File: config.mk
export PLATFORM = sky130hd
export DESIGN_NAME = fpu_trapq_ctrl
export DESIGN_NICKNAME = d
export VERILOG_FILES = /design/src/rtl/fptq_pkg.sv /design/src/rtl/fptq_ctrl.sv /design/src/rtl/fptq_data.sv /design/src/rtl/fpu_trapq_ctrl.sv
export SDC_FILE = /design/constraint.sdc
export NUM_CORES = 1
export LEC_CHECK = 0
export ABC_AREA = 1
export BUFFER_PORTS_ARGS = -buffer_cell sky130_fd_sc_hd__buf_2
export CAP_MARGIN = 20
export CORE_MARGIN = 5
export CORE_UTILIZATION = 52
export DETAILED_ROUTE_END_ITERATION = 8
export GPL_TIMING_DRIVEN = 0
export PLACE_DENSITY = 0.85
export SYNTH_ARGS = -nofsm -noshare
export SYNTH_HDL_FRONTEND = slang
export SYNTH_SLANG_ARGS = --single-unit
export TNS_END_PERCENT = 100
File: constraint.sdc
create_clock -name clk -period 3.2 [get_ports clk]
set_input_delay 0.96 -clock clk [delete_from_list [all_inputs] [get_ports clk]]
set_output_delay 0.96 -clock clk [all_outputs]
set_load 0.005 [all_outputs]
File: src/rtl/fptq_pkg.sv
package fptq_pkg;
  localparam int FSR_W   = 32;
  localparam int QNE_BIT = 13;
  localparam int FTT_LSB = 14;
  localparam int FTT_W   = 3;
  localparam int CLS_W   = 3;
  localparam int TRAP_W  = 3;

  localparam logic [FTT_W-1:0] FTT_SEQ = 3'd4;

  localparam logic [CLS_W-1:0] CLS_FPOP    = 3'd1;
  localparam logic [CLS_W-1:0] CLS_FLOAD   = 3'd2;
  localparam logic [CLS_W-1:0] CLS_FBRANCH = 3'd3;
  localparam logic [CLS_W-1:0] CLS_FSTORE  = 3'd4;
  localparam logic [CLS_W-1:0] CLS_STQ     = 3'd5;

  localparam logic [TRAP_W-1:0] TRAP_NONE   = 3'd0;
  localparam logic [TRAP_W-1:0] TRAP_FPDIS  = 3'd1;
  localparam logic [TRAP_W-1:0] TRAP_FPEXC  = 3'd2;
  localparam logic [TRAP_W-1:0] TRAP_PRIV   = 3'd3;

  // strobes from control to datapath
  typedef struct packed {
    logic             capture;
    logic             drain;
    logic             loadFtt;
    logic [FTT_W-1:0] fttVal;
  } dp_ctl_t;
endpackage

File: src/rtl/fptq_ctrl.sv
module fptq_ctrl
  import fptq_pkg::*;
(
  input  logic              clk,
  input  logic              rstN,
  input  logic              insnValid,
  input  logic [CLS_W-1:0]  insnCls,
  input  logic              excSignal,
  input  logic [FTT_W-1:0]  excKind,
  input  logic              fpuEnable,
  input  logic              supervisor,
  input  logic              qne,
  output dp_ctl_t           dpCtl,
  output logic              trapReq,
  output logic [TRAP_W-1:0] trapType
);
  logic              pend, pendNext;
  logic [TRAP_W-1:0] trapNext;

  always_comb begin
    pendNext = pend;
    trapNext = TRAP_NONE;
    dpCtl    = '0;
    if (insnValid) begin
      case (insnCls)
        CLS_FPOP, CLS_FLOAD, CLS_FBRANCH: begin
          if (!fpuEnable) begin
            trapNext = TRAP_FPDIS;
          end else if (qne) begin
            trapNext      = TRAP_FPEXC;
            dpCtl.loadFtt = 1'b1;
            dpCtl.fttVal  = FTT_SEQ;
          end else if (pend && insnCls == CLS_FPOP) begin
            trapNext      = TRAP_FPEXC;
            dpCtl.capture = 1'b1;
            pendNext      = 1'b0;
          end else if (insnCls == CLS_FPOP && excSignal) begin
            pendNext      = 1'b1;
            dpCtl.loadFtt = 1'b1;
            dpCtl.fttVal  = excKind;
          end
        end
        CLS_FSTORE: begin
          if (!fpuEnable) trapNext = TRAP_FPDIS;
        end
        CLS_STQ: begin
          if (!supervisor) begin
            trapNext = TRAP_PRIV;
          end else if (!fpuEnable) begin
            trapNext = TRAP_FPDIS;
          end else if (!qne) begin
            trapNext      = TRAP_FPEXC;
            dpCtl.loadFtt = 1'b1;
            dpCtl.fttVal  = FTT_SEQ;
          end else begin
            dpCtl.drain   = 1'b1;
            dpCtl.loadFtt = 1'b1;
            dpCtl.fttVal  = '0;
            pendNext      = 1'b0;
          end
        end
        default: ;
      endcase
    end
  end

  always_ff @(posedge clk) begin
    if (!rstN) begin
      pend     <= 1'b0;
      trapReq  <= 1'b0;
      trapType <= TRAP_NONE;
    end else begin
      pend     <= pendNext;
      trapReq  <= (trapNext != TRAP_NONE);
      trapType <= trapNext;
    end
  end
endmodule

File: src/rtl/fptq_data.sv
module fptq_data
  import fptq_pkg::*;
#(
  parameter int ADDR_W = 32,
  parameter int INSN_W = 32,
  localparam int SD_W  = ADDR_W + INSN_W
) (
  input  logic              clk,
  input  logic              rstN,
  input  dp_ctl_t           dpCtl,
  input  logic [ADDR_W-1:0] pc,
  input  logic [INSN_W-1:0] insnWord,
  input  logic              fsrWrEn,
  input  logic [FSR_W-1:0]  fsrWrData,
  output logic              qne,
  output logic [FTT_W-1:0]  ftt,
  output logic              storeValid,
  output logic [SD_W-1:0]   storeData,
  output logic [FSR_W-1:0]  fsrRead
);
  logic [ADDR_W-1:0] addrQ;
  logic [INSN_W-1:0] insnQ;

  always_ff @(posedge clk) begin
    if (!rstN) begin
      qne        <= 1'b0;
      ftt        <= '0;
      addrQ      <= '0;
      insnQ      <= '0;
      storeValid <= 1'b0;
      storeData  <= '0;
    end else begin
      storeValid <= dpCtl.drain;
      // status write first; instruction strobes override below
      if (fsrWrEn) begin
        qne <= fsrWrData[QNE_BIT];
        ftt <= fsrWrData[FTT_LSB +: FTT_W];
      end
      if (dpCtl.capture) begin
        addrQ <= pc;
        insnQ <= insnWord;
        qne   <= 1'b1;
      end
      if (dpCtl.drain) begin
        qne       <= 1'b0;
        storeData <= {addrQ, insnQ};
      end
      if (dpCtl.loadFtt) ftt <= dpCtl.fttVal;
    end
  end

  always_comb begin
    fsrRead                       = '0;
    fsrRead[QNE_BIT]              = qne;
    fsrRead[FTT_LSB +: FTT_W]     = ftt;
  end
endmodule

File: src/rtl/fpu_trapq_ctrl.sv
module fpu_trapq_ctrl
  import fptq_pkg::*;
#(
  parameter int ADDR_W = 32,
  parameter int INSN_W = 32,
  localparam int SD_W  = ADDR_W + INSN_W
) (
  input  logic              clk,
  input  logic              rstN,
  input  logic              insnValid,
  input  logic [2:0]        insnCls,
  input  logic              excSignal,
  input  logic [2:0]        excKind,
  input  logic [ADDR_W-1:0] pc,
  input  logic [INSN_W-1:0] insnWord,
  input  logic              fpuEnable,
  input  logic              supervisor,
  input  logic              fsrWrEn,
  input  logic [31:0]       fsrWrData,
  output logic              trapReq,
  output logic [2:0]        trapType,
  output logic [2:0]        ftt,
  output logic              qne,
  output logic [31:0]       fsrRead,
  output logic              storeValid,
  output logic [SD_W-1:0]   storeData
);
  dp_ctl_t dpCtl;

  fptq_ctrl u_ctrl (
    .clk        (clk),
    .rstN       (rstN),
    .insnValid  (insnValid),
    .insnCls    (insnCls),
    .excSignal  (excSignal),
    .excKind    (excKind),
    .fpuEnable  (fpuEnable),
    .supervisor (supervisor),
    .qne        (qne),
    .dpCtl      (dpCtl),
    .trapReq    (trapReq),
    .trapType   (trapType)
  );

  fptq_data #(.ADDR_W(ADDR_W), .INSN_W(INSN_W)) u_data (
    .clk        (clk),
    .rstN       (rstN),
    .dpCtl      (dpCtl),
    .pc         (pc),
    .insnWord   (insnWord),
    .fsrWrEn    (fsrWrEn),
    .fsrWrData  (fsrWrData),
    .qne        (qne),
    .ftt        (ftt),
    .storeValid (storeValid),
    .storeData  (storeData),
    .fsrRead    (fsrRead)
  );
endmodule

# Yosys cells after proc, flatten, opt, wreduce, memory -nomap -nowiden
# Cells that the tools add are included.
[classes]
add_sub_neg = 0
mul = 0
n_div = 0
order_cmp = 0
n_eq_ne = 11
shift = 0
muxes = 36
bitwise_logic = 1
n_reduce_logical = 9
[ops]
columns = ["cell", "count"]
rows = [
  ["$mux 3", 8],
  ["$mux 1", 16],
  ["$mux 4", 4],
  ["$mux 5", 2],
  ["$pmux 3 s3", 1],
  ["$ne 2x2->1 const B", 4],
  ["$pmux 4 s2", 1],
  ["$reduce_and 8->1", 1],
  ["$eq 3x2->1 const B", 2],
  ["$eq 3x3->1 const B", 2],
  ["$mux 6", 1],
  ["$reduce_bool 2->1", 3],
  ["$mux 2", 2],
  ["$eq 3x1->1 const B", 1],
  ["$ne 3x1->1 const B", 1],
  ["$reduce_bool 3->1", 1],
  ["$reduce_or 3->1", 1],
  ["$logic_and 1x1->1", 2],
  ["$ne 2x1->1 const B", 1],
  ["$pmux 1 s2", 1],
  ["$reduce_or 2->1", 1],
  ["$not 1->1", 1],
]
[word_totals]
ff_bits = 138
latchBits = 0
mem_bits_rw = 0
rom_bits = 0
input_bits = 109
output_inout_bits = 105
word_cells = 66
memories = 0

# Depth between registers and ports, before layout
[logic_depth]
word_depth = 9
depth_mapped = 11
ltp_nobuf = 11

# Cells and area by module
# Synthesis repeated with hierarchy kept, for this count alone.
[hier_totals]
hier_cells = 678
hier_area_um2 = 5191.2
[by_module_without_submodules]
columns = ["mod", "n_inst", "cells_each", "area_each_um2", "seq_area_each_um2"]
rows = [
  ["fptq_data", 1, 615, 4818.4, 2662.6],
  ["fptq_ctrl", 1, 63, 372.9, 80.1],
]

# Worst setup path after synthesis
# Ideal clock, no wire load.
[synth_path]
kind = "input to register"
startpoint = "input port insnValid"
endpoint = "register u_data.storeData[43]"
setup_ps = 126
arrival_ps = 1877
required_time_ps = 3074
path_slack_ps = 1197
path_stages = 6
n_path_buf = 3
cell_sequence = "clkbuf_1 nand3_2 buf_6 buf_6 nand3_1 o21ai_0"
[synth_via]
elab_chain_len = 1
[synth_lines]
columns = ["item", "line", "text"]
rows = [
  ["start, declared", "fpu_trapq_ctrl.sv:10", "input logic insnValid,"],
  ["$mux 6", "fptq_ctrl.sv:24", "if (insnValid) begin"],
  ["end signal, assigned", "fptq_data.sv:46", "storeData <= {addrQ, insnQ};"],
  ["end, declared", "fptq_data.sv:18", "output logic [SD_W-1:0] storeData,"],
]
# No other way between the ends.
# A chain may end at the register's enable or synchronous reset.

# Worst setup path in the final report
[layout_path]
startpoint = "register u_data.qne"
endpoint = "output port fsrRead[13]"
[layout_lines]
columns = ["item", "line", "text"]
rows = [
  ["start, declared", "fptq_data.sv:15", "output logic qne,"],
  ["start signal, assigned", "fptq_data.sv:36", "qne <= fsrWrData[QNE_BIT];"],
  ["end, declared", "fpu_trapq_ctrl.sv:24", "output logic [31:0] fsrRead,"],
]
# No word-level cell between the ends.

==> impl_metrics.yaml <==
clock_tree:
  cts_max_path_buffers: 2
  cts_setup_buffers: 0
  number_of_levels_in_the_clock_h_tree: 4
  insertion_delay_to_the_later_sink_of_the_worst_skew_pair_ps: 520
  cts-buffers-inserted: 17
  worst_setup_hold_path_clk_slew_ps: 60
  ctsHoldBuffers: 0
  cts_tree: "built"
  cts-resized-gates: 0
  clk_root_buffer_cell: "clkbuf_8"
  clkSinkCount: 137
flow_run:
  maxCapViolations: 0
sta:
  timing.final.setup_violations: 0
  timing.clock.skew_ps: 9.91
  grt_setup_unrepaired: "no"
  post-route-worst-setup-slack_ps: 949
  final-max-slew-violation-count: 0
  period_share: 0.703
  worstMarginPinSlew_ps: 554
  hold_viol_final: 0
  fin_tns_setup_ps: 0
  worst_slew_margin_rel: 0.631
  period_minus_slack_ps: 2250
  max_freq_ghz: 0.444
synth:
  ys_seq_area_frac: 0.522
  synthXorXnorAreaFrac: 0
  synth_warnings: 0
  synth.distinct_cells: 26
  post_synth_fa_ha_maj_area_fraction: 0
  syn_inst: 654
  synth_area_in_compound_gates: 0.138
  post_synth.cell_area_avg_sq_um: 8.04
  fraction_of_synthesized_area_in_multiplexers: 0
  yosys_register_bits: 137
  synth_area_sq_mm: 0.00526
  main_combinational_cell_family_by_area_after_synthesis: "simple AND/OR/NAND/NOR gates"
  synth_simple_gate_area_frac: 0.206
floorplanning:
  row_count: 36
  dieWidth_microns: 111
  initial_utilization: 0.535
  die_area_sq_mm: 0.0122
  design.portCount: 214
  floorplan.die.height_microns: 111
  placeableCoreArea_sq_mm: 0.00982
power_and_ir_drop:
  finalPower_mw: 3.83
  irDropWorstVdd_mv: 0.324
  power.static_leakage_nw: 3.25
  power_per_cell_area_mw_per_mm2: 556
setup_path:
  worstPathArrival_ps: 1290
  critPathLaunchType: "flop"
  critical_path_peak_fanout: 8
  critPathKind: "reg2out"
  worst_ep_required_time_ps: 2240
  worst_setup_path_end_kind: "output pin"
global_routing:
  gr-usage-all-layers: 0.218
  grt_max_degree: 17
  grt_first_pass_wirelength_microns: 22100
  grt_antenna_before_repair: 2
  via_count_of_the_first_global_routing_pass: 4608
  globalRoute.totalOverflow: 0
finish:
  syn_to_final_growth_pct: 31.1
  insertedDiodeCount: 0
  final_core_utilization: 0.702
  fill_cells: 810
  num-nets-final: 965
  drive_gt1_frac: 0.288
  fin_cells: 1002
run_status:
  run_status: "finished clean"
worst_hold_path:
  class_of_the_most_critical_hold_timing_path: "reg2reg"
routing:
  detailedRoute.firstPassIterationCount: 5
  drtAntennaViolNets: 0
  wl_microns: 13300
  vias: 4860
  via_per_inst: 4.85
  wl_per_cell_microns: 13.3
  drt-initial-drc-count: 239
  remaining_drc_errors: 0
placement:
  detailed_place_hpwl_microns: 9570
  placed_cells: 970
  dp_worst_setup_slack_ps: 741
  buffer_ports.inserted: 155
  gpl.final_weighted_congestion: 0.796
==> cells by family (layout without fill, tap and decap cells) <==
group	count (synthesis)	after routing
other cells	1	29
flops	137	137
compound gates	144	144
simple gates	246	246
buf+inv	126	313
==> area by class of cell <==
class | count | area [sq um] | area share
clock inverters | 14 | 161 | 0.0234
well taps | 133 | 166 | 0.0241
inverters | 52 | 195 | 0.0283
flip-flops and latches | 137 | 2740 | 0.398
multi-input cells | 419 | 1920 | 0.278
plain buffers | 74 | 507 | 0.0735
repair buffers | 155 | 776 | 0.113
clock buffers | 18 | 428 | 0.0621
==> report_power, final <==
group          internal (mW)  switching [mW]
logic                 0.0886           0.100
clock network           1.15           0.776
registers               1.71         0.00512
==> per-stage QoR <==
stage / hold slack, ps / instance area (sq um)
floorplan: 420 / 5360
global placement: 426 / 6300
detailed placement: 428 / 6300
CTS: 443 / 6890
global route: 461 / 6890
finish: 440 / 6890
==> state kept, by name, summed over array words and instances (netlist names) <==
register,count
u_data.ftt,3
u_data.storeData,64
u_data.storeValid,1
u_data.qne,1
u_ctrl.trapType,2
u_ctrl.pend,1
u_data.insnQ,32
u_ctrl.trapReq,1
u_data.addrQ,32
==> final timing paths <==
kind	from	endpoint	slack (ps)	depth (start not counted)
hold / removal	u_data.insnQ[6]$_SDFFE_PN0P_	u_data.storeData[6]$_SDFFE_PN0P_	440	2
hold reg to reg	u_data.insnQ[6]$_SDFFE_PN0P_	u_data.storeData[6]$_SDFFE_PN0P_	440	2
setup reg to reg	u_data.qne$_SDFFE_PP0P_	u_data.insnQ[29]$_SDFFE_PN0P_	1380	7
setup / recovery	u_data.qne$_SDFFE_PP0P_	fsrRead[13]	950	2
==> metal layers <==
| metal | up-vias | wire length, microns | track usage |
|---|---|---|---|
| li1 | 2473 | - | - |
| met1 | 2169 | 5310 | 0.252 |
| met2 | 193 | 6680 | 0.378 |
| met3 | 21 | 1180 | 0.0832 |
| met4 | 4 | 129 | 0.0575 |
| met5 | - | 17 | 0 |
==> critical path, stage by stage, from the launching register on <==
cell and delay, ps:
dfxtp_1 520, buf_4 170, buf_2 100
==> cell usage after synthesis, drive strengths merged <==
cell type,number,area share
clkbuf,23,0.017
o21ai,106,0.10
a21oi,37,0.035
nand3,71,0.072
nor3,1,0.0031
nand4,2,0.0036
buf,51,0.080
nor4,1,0.0012
inv,52,0.037
dfxtp,137,0.52
conb,1,0.00071
o41ai,1,0.0017
nor2,83,0.063
nand2,88,0.063
==> placed cells by master (no fill, tap or decap), drive strengths merged <==
cell type / n
clkbuf: 41
clkinv: 4
dfxtp: 137
nand2: 88
buf: 206
nor2: 83
inv: 58
nand4: 2
nor4: 1
conb: 29
a21oi: 37
nor3: 1
o21ai: 106
nand3: 71
clkinvlp: 2
bufinv: 2
o41ai: 1
(Power assumes the default switching activity.)
